`src/rtl/sap_pkg.sv`:
```
package sap_pkg;
  typedef enum logic {SLOT_A = 1'b0, SLOT_B = 1'b1} slot_e;
endpackage

```
`src/rtl/sap_clkgen.sv`:
```
module sap_clkgen #(
  parameter int DIV_W = 8
) (
  input  logic             clk,
  input  logic             rst_n,
  input  logic [DIV_W-1:0] cfg_half,
  output logic             sclk,
  output logic             rise_tk,
  output logic             fall_tk
);
  logic [DIV_W-1:0] dcnt;
  logic             sclk_q;
  logic             wrap;

  assign wrap    = (dcnt >= cfg_half);
  assign rise_tk = wrap & ~sclk_q;
  assign fall_tk = wrap & sclk_q;
  assign sclk    = sclk_q;

  always_ff @(posedge clk) begin
    if (!rst_n) begin
      dcnt   <= '0;
      sclk_q <= 1'b0;
    end else if (wrap) begin
      dcnt   <= '0;
      sclk_q <= ~sclk_q;
    end else begin
      dcnt <= dcnt + DIV_W'(1);
    end
  end
endmodule

```
`src/rtl/sap_framer.sv`:
```
module sap_framer #(
  parameter int FRM_W  = 8,
  parameter int WORD_W = 16
) (
  input  logic              clk,
  input  logic              rst_n,
  input  logic              fall_tk,
  input  logic [FRM_W-1:0]  cfg_per,
  input  logic [FRM_W-1:0]  cfg_wid,
  input  logic [WORD_W-1:0] tx_data,
  input  logic              tx_valid,
  output logic              tx_ready,
  output logic              fs,
  output logic              sd
);
  logic [FRM_W-1:0]  bcnt, bnxt;
  logic              started, run_nxt, load, fs_q;
  logic [WORD_W-1:0] sh;

  always_comb begin
    bnxt    = (bcnt >= cfg_per) ? '0 : bcnt + FRM_W'(1);
    run_nxt = started | (bcnt >= cfg_per);
    load    = fall_tk & started &
              ((bnxt == FRM_W'(1)) | (bnxt == FRM_W'(cfg_wid + FRM_W'(2))));
  end

  assign tx_ready = load;
  assign fs       = fs_q;
  assign sd       = sh[WORD_W-1];

  always_ff @(posedge clk) begin
    if (!rst_n) begin
      bcnt    <= '0;
      started <= 1'b0;
      fs_q    <= 1'b0;
      sh      <= '0;
    end else if (fall_tk) begin
      bcnt    <= bnxt;
      started <= run_nxt;
      fs_q    <= run_nxt && (bnxt <= cfg_wid);
      if (load) sh <= tx_valid ? tx_data : '0;
      else      sh <= {sh[WORD_W-2:0], 1'b0};
    end
  end
endmodule

```
`src/rtl/sap_receiver.sv`:
```
module sap_receiver
  import sap_pkg::*;
#(
  parameter int FRM_W  = 8,
  parameter int WORD_W = 16
) (
  input  logic              clk,
  input  logic              rst_n,
  input  logic              rise_tk,
  input  logic [FRM_W-1:0]  cfg_per,
  input  logic              fs_in,
  input  logic              sd_in,
  input  logic              err_clr,
  output logic [WORD_W-1:0] rx_data,
  output logic              rx_valid,
  output logic              rx_slot,
  output logic              err
);
  localparam int RW = $clog2(WORD_W + 1);

  logic              fs_q, synced;
  logic [FRM_W-1:0]  rcnt;
  logic [RW-1:0]     rem;
  logic [WORD_W-1:0] sh, sh_n;
  slot_e             slot_q;
  logic              s_rise, s_fall, early, done;

  always_comb begin
    s_rise = fs_in & ~fs_q;
    s_fall = ~fs_in & fs_q;
    early  = s_rise & synced & (rcnt < cfg_per);
    done   = (rem == RW'(1)) & ~early;
    sh_n   = {sh[WORD_W-2:0], sd_in};
  end

  always_ff @(posedge clk) begin
    if (!rst_n) begin
      fs_q     <= 1'b0;
      synced   <= 1'b0;
      rcnt     <= '0;
      rem      <= '0;
      sh       <= '0;
      slot_q   <= SLOT_A;
      rx_data  <= '0;
      rx_valid <= 1'b0;
      rx_slot  <= 1'b0;
      err      <= 1'b0;
    end else begin
      rx_valid <= 1'b0;
      if (err_clr) err <= 1'b0;
      if (rise_tk) begin
        fs_q <= fs_in;
        if (early) err <= 1'b1;
        if (s_rise) begin
          rcnt   <= '0;
          synced <= 1'b1;
        end else if (rcnt != '1) begin
          rcnt <= rcnt + FRM_W'(1);
        end
        if (rem != '0) sh <= sh_n;
        if (done) begin
          rx_data  <= sh_n;
          rx_valid <= 1'b1;
          rx_slot  <= slot_q;
        end
        if (s_rise) begin
          rem    <= RW'(WORD_W);
          slot_q <= SLOT_A;
        end else if (s_fall && synced) begin
          rem    <= RW'(WORD_W);
          slot_q <= SLOT_B;
        end else if (rem != '0) begin
          rem <= rem - RW'(1);
        end
      end
    end
  end
endmodule

```
`src/rtl/sap_master.sv`:
```
module sap_master #(
  parameter int DIV_W  = 8,
  parameter int FRM_W  = 8,
  parameter int WORD_W = 16
) (
  input  logic              clk,
  input  logic              rst_n,
  input  logic [DIV_W-1:0]  cfg_half,
  input  logic [FRM_W-1:0]  cfg_per,
  input  logic [FRM_W-1:0]  cfg_wid,
  input  logic              cfg_loop,
  input  logic [WORD_W-1:0] tx_data,
  input  logic              tx_valid,
  output logic              tx_ready,
  output logic [WORD_W-1:0] rx_data,
  output logic              rx_valid,
  output logic              rx_slot,
  output logic              err_o,
  input  logic              err_clr,
  output logic              sclk_o,
  output logic              fs_o,
  output logic              sd_o,
  input  logic              fs_i,
  input  logic              sd_i
);
  logic rise_tk, fall_tk;
  logic rx_fs, rx_sd;

  sap_clkgen #(.DIV_W(DIV_W)) i_clkgen (
    .clk     (clk),
    .rst_n   (rst_n),
    .cfg_half(cfg_half),
    .sclk    (sclk_o),
    .rise_tk (rise_tk),
    .fall_tk (fall_tk)
  );

  sap_framer #(.FRM_W(FRM_W), .WORD_W(WORD_W)) i_framer (
    .clk     (clk),
    .rst_n   (rst_n),
    .fall_tk (fall_tk),
    .cfg_per (cfg_per),
    .cfg_wid (cfg_wid),
    .tx_data (tx_data),
    .tx_valid(tx_valid),
    .tx_ready(tx_ready),
    .fs      (fs_o),
    .sd      (sd_o)
  );

  assign rx_fs = cfg_loop ? fs_o : fs_i;
  assign rx_sd = cfg_loop ? sd_o : sd_i;

  sap_receiver #(.FRM_W(FRM_W), .WORD_W(WORD_W)) i_receiver (
    .clk     (clk),
    .rst_n   (rst_n),
    .rise_tk (rise_tk),
    .cfg_per (cfg_per),
    .fs_in   (rx_fs),
    .sd_in   (rx_sd),
    .err_clr (err_clr),
    .rx_data (rx_data),
    .rx_valid(rx_valid),
    .rx_slot (rx_slot),
    .err     (err_o)
  );
endmodule

```
`config.mk`:
```
export PLATFORM = sky130hd
export DESIGN_NAME = sap_master
export DESIGN_NICKNAME = d
export VERILOG_FILES = /design/src/rtl/sap_pkg.sv /design/src/rtl/sap_clkgen.sv /design/src/rtl/sap_framer.sv /design/src/rtl/sap_receiver.sv /design/src/rtl/sap_master.sv
export SDC_FILE = /design/constraint.sdc
export NUM_CORES = 1
export LEC_CHECK = 0
export ABC_AREA = 0
export BUFFER_PORTS_ARGS = -buffer_cell sky130_fd_sc_hd__buf_4
export CORE_ASPECT_RATIO = 0.6
export CORE_MARGIN = 4
export CORE_UTILIZATION = 45
export DETAILED_ROUTE_END_ITERATION = 16
export PLACE_DENSITY = 0.76
export SYNTH_ARGS = -nofsm -noshare
export SYNTH_HDL_FRONTEND = slang
export SYNTH_SLANG_ARGS = --single-unit
```
`constraint.sdc`:
```
create_clock -name clk -period 6.9 [get_ports clk]
set_input_delay 1.38 -clock clk [delete_from_list [all_inputs] [get_ports clk]]
set_output_delay 1.38 -clock clk [all_outputs]
set_load 0.01 [all_outputs]
```
==> summary.md, run 1 <==
| Metric | Value |
|---|---|
| Startpoint Class | `primary input` |
| Postcts setup bufs | `0` |
| DR vias/cell | `between 5 and 6` |
| Post-route clock period utilization | `0.8722` |
| Starting DRT DRC Count | `289` |
| Antenna Cells | `0` |
| Vias in the first global route | `3,845` |
| Grt ovf | `0` |
| # rows | `28` |
| WP buf/inv | `3` |
| RSZ-0062 raised after global routing | `no` |
| CP Class | `in -> out` |
| Final hold vios | `0` |
| Layout Skew | `around 0.0088 ns` |
| Distinct cells, synth | `slightly below 60` |
| CP max FO | `6` |
| Sequential area share after synthesis | `0.3601` |
| Achievable clock frequency | `around 170 MHz` |
| Fill count | `between 900 and 1,000` |
| Max_cap viols | `0` |
| CTS clk-pin slew, worst paths | `around 0.06 ns` |
| RePlAce Congestion | `0.9502` |
| DPL Wire Length | `around 8500 um` |
| CP Capture Type | `output pin` |
| First-pass GRT wire length | `approximately 18,000 um` |
| Residual DRC | `0` |
| Layout Nets | `approximately 710` |
| CP Launch Point | `cfg_per[2]` |
| Cts bufs inserted | `9` |
| Crit-path slowest cell | `or4_1` |
| RR Startpoint | `i_framer.bcnt[2]` |
| Crit path required time | `about 5.5 ns` |
| Chip Height | `slightly below 90 um` |
| Peak supply drop | `120.2 uV` |
| Worst hold path type | `reg -> reg` |
| Deepest level of the CTS H-tree | `3` |
| Worst skew pair latency | `~0.33 ns` |
| Cell family with most CP delay | `compound AO/OA/AOI/OAI gates` |
| Power Density | `~190 mW/mm^2` |
| Critical path cell sequence | `buf_4 > inv_1 > ha_1 > or4_1 > a21oi_2 > o31a_1 > and2_1 > ha_1 > nand2b_1 > a2111oi_0 > a31oi_1 > o31ai_2 > nand2_1 > nor2_1 > buf_4` |
| Max Slew Vio Count | `0` |
| Average size of a mapped cell | `roughly 8.4 um^2` |
| Fin crit period | `about 6.0 ns` |
| Crit path DAT | `4.64 ns` |
| Hold wc startpoint | `i_receiver.sh[14]` |
| Hold Buf Count CTS | `0` |
| Ports | `70` |
| Cells after synthesis | `560` |
| Synth Flop Type | `dfxtp_1` |
| CP peak stage delay | `~0.54 ns` |
| Total core area | `about 0.010 mm^2` |
| Seq cells post-synth | `85` |
| LEAKAGE | `around 0.0026 uW` |
| WL final | `11,270 um` |
| Number of synthesized flops with an enable pin | `0` |
| Maximum number of pins on one net before global-route repair | `40` |
| Die W | `~140 um` |
| Share of cells above drive strength 1 | `0.1693` |
| CTS tree | `built` |
| Status | `finished clean` |
| Yosys Warn Count | `0` |
| Root Buffer | `clkbuf_16` |
| DRT Pass-1 Iters | `5` |
| Clk sinks | `85` |
| Antenna-violating nets left | `0` |
| Finish-stage setup viols | `0` |
| Async S/R FF share, synth | `0` |
| GRT Resource Usage Total | `0.1836` |
| Rel. slew slack | `0.2729` |
| Post-CTS sizing | `0` |
| Die area | `roughly 0.012 mm^2` |
| Synth-to-layout area growth | `18.98%` |
| Wire per inst | `about 15 um` |
| Layout Utilization | `0.5592` |
| Synthesized net count | `roughly 650` |
| Max clock buf depth | `2` |
| DR vias | `4,126` |
| Cell area after synthesis | `between 0.004 and 0.005 mm^2` |
| Slew @ Worst Pin | `approximately 1.1 ns` |
| PortBufs | `slightly below 70` |
| Initial antenna violation count | `0` |
| Starting density of the core | `0.4700` |
| Setup tns final | `0 ns` |
==> sequential cells by signal, summed over array words and instances (netlist names), 5 cells and up <==
signal / count
i_receiver.sh: 15
i_receiver.rem: 5
i_receiver.rx_data: 16
i_clkgen.dcnt: 8
i_framer.bcnt: 8
i_framer.sh: 16
i_receiver.rcnt: 8
==> metal layers <==
| layer | vias up | share of wire | global-route usage |
|---|---|---|---|
| met1 | 1919 | 0.50 | 0.2658 |
| met5 | - | 0 | 0 |
| li1 | 2073 | - | - |
| met2 | 124 | 0.42 | 0.2739 |
| met3 | 10 | 0.064 | 0.04717 |
| met4 | 0 | 0.0083 | 0.04398 |
==> placed cells by master, fill, tap and decap left out, types with 2 or more instances in the layout <==
master | netlist | layout
a21o_1 | 6 | 6
a221o_2 | 5 | 5
a21oi_1 | 44 | 44
o31ai_1 | 2 | 2
clkinv_2 | 0 | 2
mux2_2 | 3 | 3
dfxtp_1 | 85 | 85
o211ai_1 | 2 | 2
nand4_1 | 9 | 9
nand4b_1 | 2 | 2
nor3_1 | 8 | 8
nor2_1 | 56 | 56
or3_1 | 3 | 3
and3_1 | 7 | 7
nand3_1 | 20 | 20
nand2b_1 | 10 | 10
and2_1 | 33 | 33
clkbuf_16 | 0 | 9
ha_1 | 38 | 38
o21ai_0 | 14 | 14
buf_4 | 0 | 72
nand2_1 | 72 | 72
inv_1 | 29 | 29
nor3_2 | 2 | 2
xor2_1 | 14 | 14
a2111oi_0 | 2 | 2
xnor2_1 | 8 | 8
a221o_1 | 10 | 10
o21a_1 | 3 | 3
and4_1 | 2 | 2
a211oi_1 | 3 | 3
mux2i_1 | 21 | 21
==> where the power goes <==
group / switching [uW] / internal, uW / leakage (uW)
Sequential: 2.08 / 493 / 0.000685
Combinational: 38.8 / 35.7 / 0.00176
Clock: 186 / 288 / 0.000145
Total: 227 / 816 / 0.00259
==> final cells by class <==
type	instances	area, um^2	area share
Multi-Input combinational cell	424	2808	0.4993
Sequential cell	85	1702	0.3026
Timing Repair Buffer	72	540.5	0.09613
Clock buffer	11	242.7	0.04317
Tap cell	135	168.9	0.03004
Inverter	30	112.6	0.02003
Clock inverter	4	48.80	0.008678
==> cells by family after synthesis <==
| logic type | share of synthesized area |
|---|---|
| compound gates | 0.1536 |
| fa+ha+maj | 0.1006 |
| xor+xnor | 0.04422 |
| flops | 0.3601 |
| simple gates | 0.2415 |
| mux | 0.05163 |
| buf+inv | 0.04845 |
==> synthesized netlist by cell type, types with 2 or more instances <==
library cell / instances / area share
dfxtp_1: 85 / 0.36
nand2_1: 72 / 0.057
nor2_1: 56 / 0.044
a21oi_1: 44 / 0.047
ha_1: 38 / 0.10
and2_1: 33 / 0.044
inv_1: 29 / 0.023
mux2i_1: 21 / 0.044
nand3_1: 20 / 0.021
clkbuf_1: 14 / 0.011
o21ai_0: 14 / 0.015
xor2_1: 14 / 0.026
a221o_1: 10 / 0.021
nand2b_1: 10 / 0.013
nand4_1: 9 / 0.012
nor3_1: 8 / 0.0085
xnor2_1: 8 / 0.015
and3_1: 7 / 0.0093
a21o_1: 6 / 0.0095
a221o_2: 5 / 0.012
a211oi_1: 3 / 0.0048
buf_2: 3 / 0.0032
buf_6: 3 / 0.0071
mux2_2: 3 / 0.0071
o21a_1: 3 / 0.0048
or3_1: 3 / 0.0040
a2111oi_0: 2 / 0.0037
and4_1: 2 / 0.0037
nand4b_1: 2 / 0.0037
nor3_2: 2 / 0.0042
o211ai_1: 2 / 0.0032
o31ai_1: 2 / 0.0032
==> tightest hold or removal path, cell delays in order, from the launching register on <==
cell,delay (ns)
dfxtp_1,0.31
nand2_1,0.05
a21oi_1,0.05
==> worst paths after layout <==
| kind | cells past startpoint | endpoint | slack [ns] |
|---|---|---|---|
| setup reg to reg | 12 | i_framer.sh[3] | 2.70 |
| hold reg to reg | 2 | i_receiver.sh[14] | 0.46 |
| hold / removal | 2 | i_receiver.sh[14] | 0.46 |
| setup / recovery | 15 | tx_ready | 0.88 |
==> stage by stage <==
stage	total power (uW)	instance area [um^2]	instances	setup WS (ns)	hold WS (ns)
global placement	575.8	5331	746	1.137	0.4436
CTS	1052	5623	761	0.9381	0.4621
finish	1043	5623	761	0.8818	0.4606
global route	1085	5623	761	0.6587	0.4878
floorplan	544.5	4726	560	1.563	0.4297
detailed placement	579.3	5331	746	0.9408	0.4541
Note: power is estimated with default switching activity, not from simulation.
==> run 2: changes to the inputs <==
BUFFER_PORTS_ARGS = -buffer_cell sky130_fd_sc_hd__buf_2   (was -buffer_cell sky130_fd_sc_hd__buf_4)
PLACE_DENSITY = 0.75   (was 0.76)
==> summary.md, run 2 (synthesis gave the netlist of run 1 again) <==
| Metric | Value |
|---|---|
| Crit path DAT | `4.62 ns (-0.02 ns)` |
| Setup tns final | `0 ns (unchanged)` |
| PortBufs | `69 (unchanged)` |
| Starting DRT DRC Count | `322 (+11%)` |
| Max Slew Vio Count | `0 (unchanged)` |
| Reg area | `0.001702 mm^2 (unchanged)` |
| WL final | `10,930 um (-3.0%)` |
| Fill count | `910 (-3.2%)` |
| Rel. slew slack | `0.2209 (-0.05205)` |
| Largest regs | `i_framer.sh (16), i_receiver.rx_data (16), i_receiver.sh (15)` |
| Deepest level of the CTS H-tree | `3 (unchanged)` |
| Ports | `70 (unchanged)` |
| Critical path cell sequence | `buf_2 > inv_1 > ha_1 > or4_1 > a21oi_2 > o31a_1 > and2_1 > ha_1 > nand2b_1 > a2111oi_0 > a31oi_1 > o31ai_2 > nand2_1 > nor2_1 > buf_2` |
| CTS clk-pin slew, worst paths | `0.06 ns (about the same)` |
| Antenna-violating nets left | `0 (unchanged)` |
| Layout Skew | `0.007390 ns (-0.001375 ns)` |
| Clk sinks | `85 (unchanged)` |
| Root Buffer | `clkbuf_16` |
| Postcts setup bufs | `0 (unchanged)` |
| Hold Buf Count CTS | `0 (unchanged)` |
| CTS tree | `built` |
| Worst hold path type | `reg -> reg` |
| Die area | `0.01226 mm^2 (unchanged)` |
| Die W | `140.3 um (unchanged)` |
| Max_cap viols | `0 (unchanged)` |
| Cell family with most CP delay | `compound AO/OA/AOI/OAI gates` |
| Power Density | `185.4 mW/mm^2 (about the same)` |
| Starting density of the core | `0.4700 (unchanged)` |
| Peak supply drop | `123.5 uV (+2.8%)` |
| Achievable clock frequency | `166.5 MHz (+0.23%)` |
| CP Class | `in -> out` |
| Met2 usage | `0.2756 (+0.001736)` |
| Max clock buf depth | `2 (unchanged)` |
| Grt ovf | `0 (unchanged)` |
| Min Hold Slack | `0.4573 ns (-0.003214 ns)` |
| Routing usage on met1 | `0.2621 (-0.003631)` |
| Total core area | `0.01005 mm^2 (unchanged)` |
| Chip Height | `87.38 um (unchanged)` |
| Placed Instances | `746 (unchanged)` |
| Vias in the first global route | `3,912 (+1.7%)` |
| Non-filler cells, final | `762 (+0.13%)` |
| CP max FO | `6 (unchanged)` |
| DR vias/cell | `5.419 (about the same)` |
| Startpoint Class | `primary input` |
| First-pass GRT wire length | `18,540 um (+0.34%)` |
| Crit-path slowest cell | `or4_1` |
| Post-CTS sizing | `0 (unchanged)` |
| RSZ-0062 raised after global routing | `no` |
| CP Capture Type | `output pin` |
| Cts bufs inserted | `9 (unchanged)` |
| Global Route met3 Usage | `0.05540 (+0.008228)` |
| Area of the multi-input gates | `0.002808 mm^2 (unchanged)` |
| DRT Pass-1 Iters | `5 (unchanged)` |
| LEAKAGE | `0.002539 uW (-1.9%)` |
| Residual DRC | `0 (unchanged)` |
| Status | `finished clean` |
| Fin crit period | `6.004 ns (-0.01377 ns)` |
| GRT Resource Usage Total | `0.1842 (+0.0005545)` |
| Maximum number of pins on one net before global-route repair | `40 (unchanged)` |
| DPL Wire Length | `8333 um (-2.4%)` |
| WP buf/inv | `3 (unchanged)` |
| Share of cells above drive strength 1 | `0.1707 (+0.001325)` |
| Wire per inst | `14.34 um (-3.2%)` |
| CP peak stage delay | `0.52 ns (-0.02 ns)` |
| Initial antenna violation count | `0 (unchanged)` |
| Antenna Cells | `0 (unchanged)` |
| Worst skew pair latency | `0.34 ns (about the same)` |
| Slew @ Worst Pin | `1.169 ns (+0.07807 ns)` |
| # rows | `28 (unchanged)` |
| Commonest non-fill, non-tap cell in the layout | `dfxtp_1` |
| Finish-stage setup viols | `0 (unchanged)` |
| Gr busiest metal | `met2` |
| Synth-to-layout area growth | `15.01%` |
| Commonest non-fill, non-tap cells in the layout | `dfxtp_1, nand2_1, buf_2` |
| Crit path required time | `5.52 ns (about the same)` |
| Layout Nets | `707 (unchanged)` |
| DR vias | `4,129 (+0.073%)` |
| Final hold vios | `0 (unchanged)` |
| Post-route clock period utilization | `0.8702 (-0.001996)` |
| RePlAce Congestion | `0.9010 (-5.2%)` |
run 2: cell count changes in the layout (fill, tap and decap cells not counted):
cell | previous run | this run
inv_6 | 0 | 1
clkinvlp_4 | 0 | 2
buf_4 | 72 | 3
bufinv_16 | 1 | 0
clkinv_4 | 1 | 0
buf_2 | 0 | 69
run 2: final cells by class:
cell class,count,share of cell area
Multi-Input combinational cell,424,0.5166
Sequential cell,85,0.3131
Timing Repair Buffer,72,0.06768
Clock buffer,11,0.04466
Tap cell,135,0.03108
Inverter,30,0.02072
Clock inverter,5,0.006215
run 2: worst paths after layout:
check / startpoint / end / slack (ns) / cells after the start
worst max-delay path: cfg_per[2] / tx_ready / 0.90 / 15
worst min-delay path: i_receiver.sh[14] / i_receiver.sh[14] / 0.46 / 2
worst max register to register: i_framer.bcnt[2] / i_framer.sh[14] / 2.74 / 12
worst min register to register: i_receiver.sh[14] / i_receiver.sh[14] / 0.46 / 2
run 2: power breakdown:
group          internal (uW)  switching (uW)  leakage [uW]
clock                    254             194      0.000132
sequential               493            2.09      0.000685
combinational           28.0            37.5       0.00172
total                    774             233       0.00254
run 2: metal layers:
metal / wire length, um / share of wire / vias up
li1: - / - / 2078
met1: 5464 / 0.50 / 1933
met2: 4576 / 0.42 / 110
met3: 810 / 0.074 / 8
met4: 74 / 0.0068 / 0
met5: 0 / 0 / -
run 2: metrics by stage:
| stage | instance area, um^2 | utilization | power (uW) | worst slack [ns] |
|---|---|---|---|---|
| floorplan | 4726 | - | 544.5 | 1.563 |
| global placement | 5159 | 0.5131 | 568.2 | 1.121 |
| detailed placement | 5159 | 0.5131 | 570.9 | 0.9865 |
| CTS | 5435 | 0.5406 | 1020 | 0.9813 |
| global route | 5435 | 0.5406 | 1048 | 0.5952 |
| finish | 5435 | 0.5406 | 1008 | 0.8956 |
run 2: worst min-delay path: stages (launching register included):
cell     delay, ns
dfxtp_1       0.31
nand2_1       0.05
a21oi_1       0.05
==> run 3: changes to the inputs <==
CORE_ASPECT_RATIO = 2   (was 0.6)
==> summary.md, run 3 (synthesis gave the netlist of run 1 again) <==
| Metric | Value |
|---|---|
| RR Startpoint | `i_framer.bcnt[2]` |
| Cell family with most CP delay | `compound AO/OA/AOI/OAI gates` |
| Hold depth | `1 (-1)` |
| Critical path cell sequence | `buf_2 > inv_1 > ha_1 > or4_1 > a21oi_2 > o31a_1 > and2_1 > ha_1 > nand2b_1 > a2111oi_0 > a31oi_1 > o31ai_2 > nand2_1 > nor2_1 > buf_2` |
| Achievable clock frequency | `169.3 MHz (+1.7%)` |
| CP peak stage delay | `0.53 ns (about the same)` |
| Antenna Cells | `0 (unchanged)` |
| Maximum number of pins on one net before global-route repair | `52 (+30%)` |
| Worst skew pair latency | `0.33 ns (about the same)` |
| Layout Skew | `0.006950 ns (-0.0004399 ns)` |
| Ports | `70 (unchanged)` |
| Chip Height | `152.9 um (+75%)` |
| Reg area | `0.001702 mm^2 (unchanged)` |
| Die area | `0.01230 mm^2 (+0.37%)` |
| Residual DRC | `0 (unchanged)` |
| Crit-path slowest cell | `or4_1` |
| PortBufs | `69 (unchanged)` |
| Reg-to-reg slack, setup | `2.72 ns (-0.02 ns)` |
| Power Density | `185.1 mW/mm^2 (-0.16%)` |
| Fill count | `986 (+8.4%)` |
| CP Capture Type | `output pin` |
| Clk sinks | `85 (unchanged)` |
| RSZ-0062 raised after global routing | `no` |
| Peak supply drop | `118.4 uV (-4.1%)` |
| CP Launch Point | `cfg_per[1]` |
| Deepest level of the CTS H-tree | `3 (unchanged)` |
| Setup tns final | `0 ns (unchanged)` |
| GRT Resource Usage Total | `0.1789 (-0.005315)` |
| Status | `finished clean` |
| Pre-CTS setup slack | `1.043 ns (+0.05611 ns)` |
| # rows | `52 (+86%)` |
| Finish-stage setup viols | `0 (unchanged)` |
| Vias in the first global route | `4,068 (+4.0%)` |
| Rel. slew slack | `0.2247 (+0.003844)` |
| Total core area | `0.01021 mm^2 (+1.6%)` |
| Stages on the worst setup path | `15 (unchanged)` |
| Post-CTS sizing | `0 (unchanged)` |
| CP max FO | `6 (unchanged)` |
| Share of cells above drive strength 1 | `0.1725 (+0.001870)` |
| Root Buffer | `clkbuf_16` |
| Antenna-violating nets left | `0 (unchanged)` |
| WP buf/inv | `3 (unchanged)` |
| Wire per inst | `14.08 um (-1.8%)` |
| Starting density of the core | `0.4626 (-0.007369)` |
| DR vias | `4,117 (-0.29%)` |
| Layout Nets | `706 (-0.14%)` |
| Initial antenna violation count | `0 (unchanged)` |
| Cts bufs inserted | `9 (unchanged)` |
| Slew @ Worst Pin | `1.163 ns (-0.005766 ns)` |
| Crit path required time | `5.52 ns (about the same)` |
| Startpoint Class | `primary input` |
| Die W | `80.46 um (-43%)` |
| Hold Buf Count CTS | `0 (unchanged)` |
| Post-route clock period utilization | `0.8558 (-0.01441)` |
| End of the critical path | `tx_ready` |
| Starting DRT DRC Count | `254 (-21%)` |
| First-pass GRT wire length | `18,000 um (-2.9%)` |
| DR vias/cell | `5.410 (-0.16%)` |
| Max_cap viols | `0 (unchanged)` |
| Worst hold path type | `reg -> reg` |
| Worst Reg-to-Reg Cells | `12 (unchanged)` |
| Reg2Reg Capture Point | `i_framer.sh[14]` |
| WL final | `10,720 um (-1.9%)` |
| Max Slew Vio Count | `0 (unchanged)` |
| Postcts setup bufs | `0 (unchanged)` |
| Min Hold Slack | `0.4616 ns (+0.004245 ns)` |
| Largest regs | `i_framer.sh (16), i_receiver.rx_data (16), i_receiver.sh (15)` |
| DPL Wire Length | `8171 um (-1.9%)` |
| CP Class | `in -> out` |
| Slack of the critical path | `0.9950 ns (+0.09943 ns)` |
| Crit path DAT | `4.53 ns (-0.09 ns)` |
| RePlAce Congestion | `0.8748 (-2.9%)` |
| CTS tree | `built` |
| Final hold vios | `0 (unchanged)` |
| Commonest non-fill, non-tap cells in the layout | `dfxtp_1, nand2_1, buf_2` |
| Fin crit period | `5.905 ns (-0.09943 ns)` |
| LEAKAGE | `0.002546 uW (+0.30%)` |
| DRT Pass-1 Iters | `7 (+2)` |
| Synth-to-layout area growth | `15.17%` |
| Grt ovf | `0 (unchanged)` |
| Commonest non-fill, non-tap cell in the layout | `dfxtp_1` |
| Area of the multi-input gates | `0.002813 mm^2 (+0.18%)` |
| Max clock buf depth | `2 (unchanged)` |
| CTS clk-pin slew, worst paths | `0.06 ns (about the same)` |
[run 3: routing by layer]
metal,GRT usage,part of all wire,up-vias
met4,0.08461,0.030,0
met5,0,0,-
met1,0.1959,0.40,1912
met2,0.3232,0.53,97
li1,-,-,2081
met3,0.03004,0.038,27
[run 3: worst min path at each step]
stage	from	to	slack [ns]
final	i_clkgen.dcnt[0]	i_clkgen.dcnt[0]	0.46
after global routing	i_clkgen.dcnt[0]	i_clkgen.dcnt[0]	0.49
after CTS	i_clkgen.dcnt[0]	i_clkgen.dcnt[0]	0.47
after detailed placement	i_clkgen.dcnt[0]	i_clkgen.dcnt[0]	0.45
after global placement	i_clkgen.dcnt[0]	i_clkgen.dcnt[0]	0.45
after floorplan	i_clkgen.dcnt[0]	i_clkgen.dcnt[0]	0.43
[run 3: metrics by stage]
step	std cells	total power (uW)	utilization	area, um^2
finish	761	1007	0.5328	5443
global route	761	1049	0.5328	5443
CTS	761	1018	0.5328	5443
detailed placement	745	569.9	0.5048	5156
global placement	745	567.6	0.5048	5156
floorplan	560	544.5	-	4726
[run 3: where the power goes]
part           internal [uW]  switching [uW]  total, uW  leakage [uW]
Clock                    256             192        448      0.000144
Sequential               493            2.02        495      0.000685
Combinational           28.2            36.3       64.5       0.00172
Total                    777             230       1010       0.00255
[run 3: cell type report]
type                    count  area share
clock inverters             6    0.008736
well taps                 135     0.03103
flip-flops and latches     85      0.3126
inverters                  30     0.02069
repair buffers             71     0.06621
multi-input cells         424      0.5168
clock buffers              10     0.04391
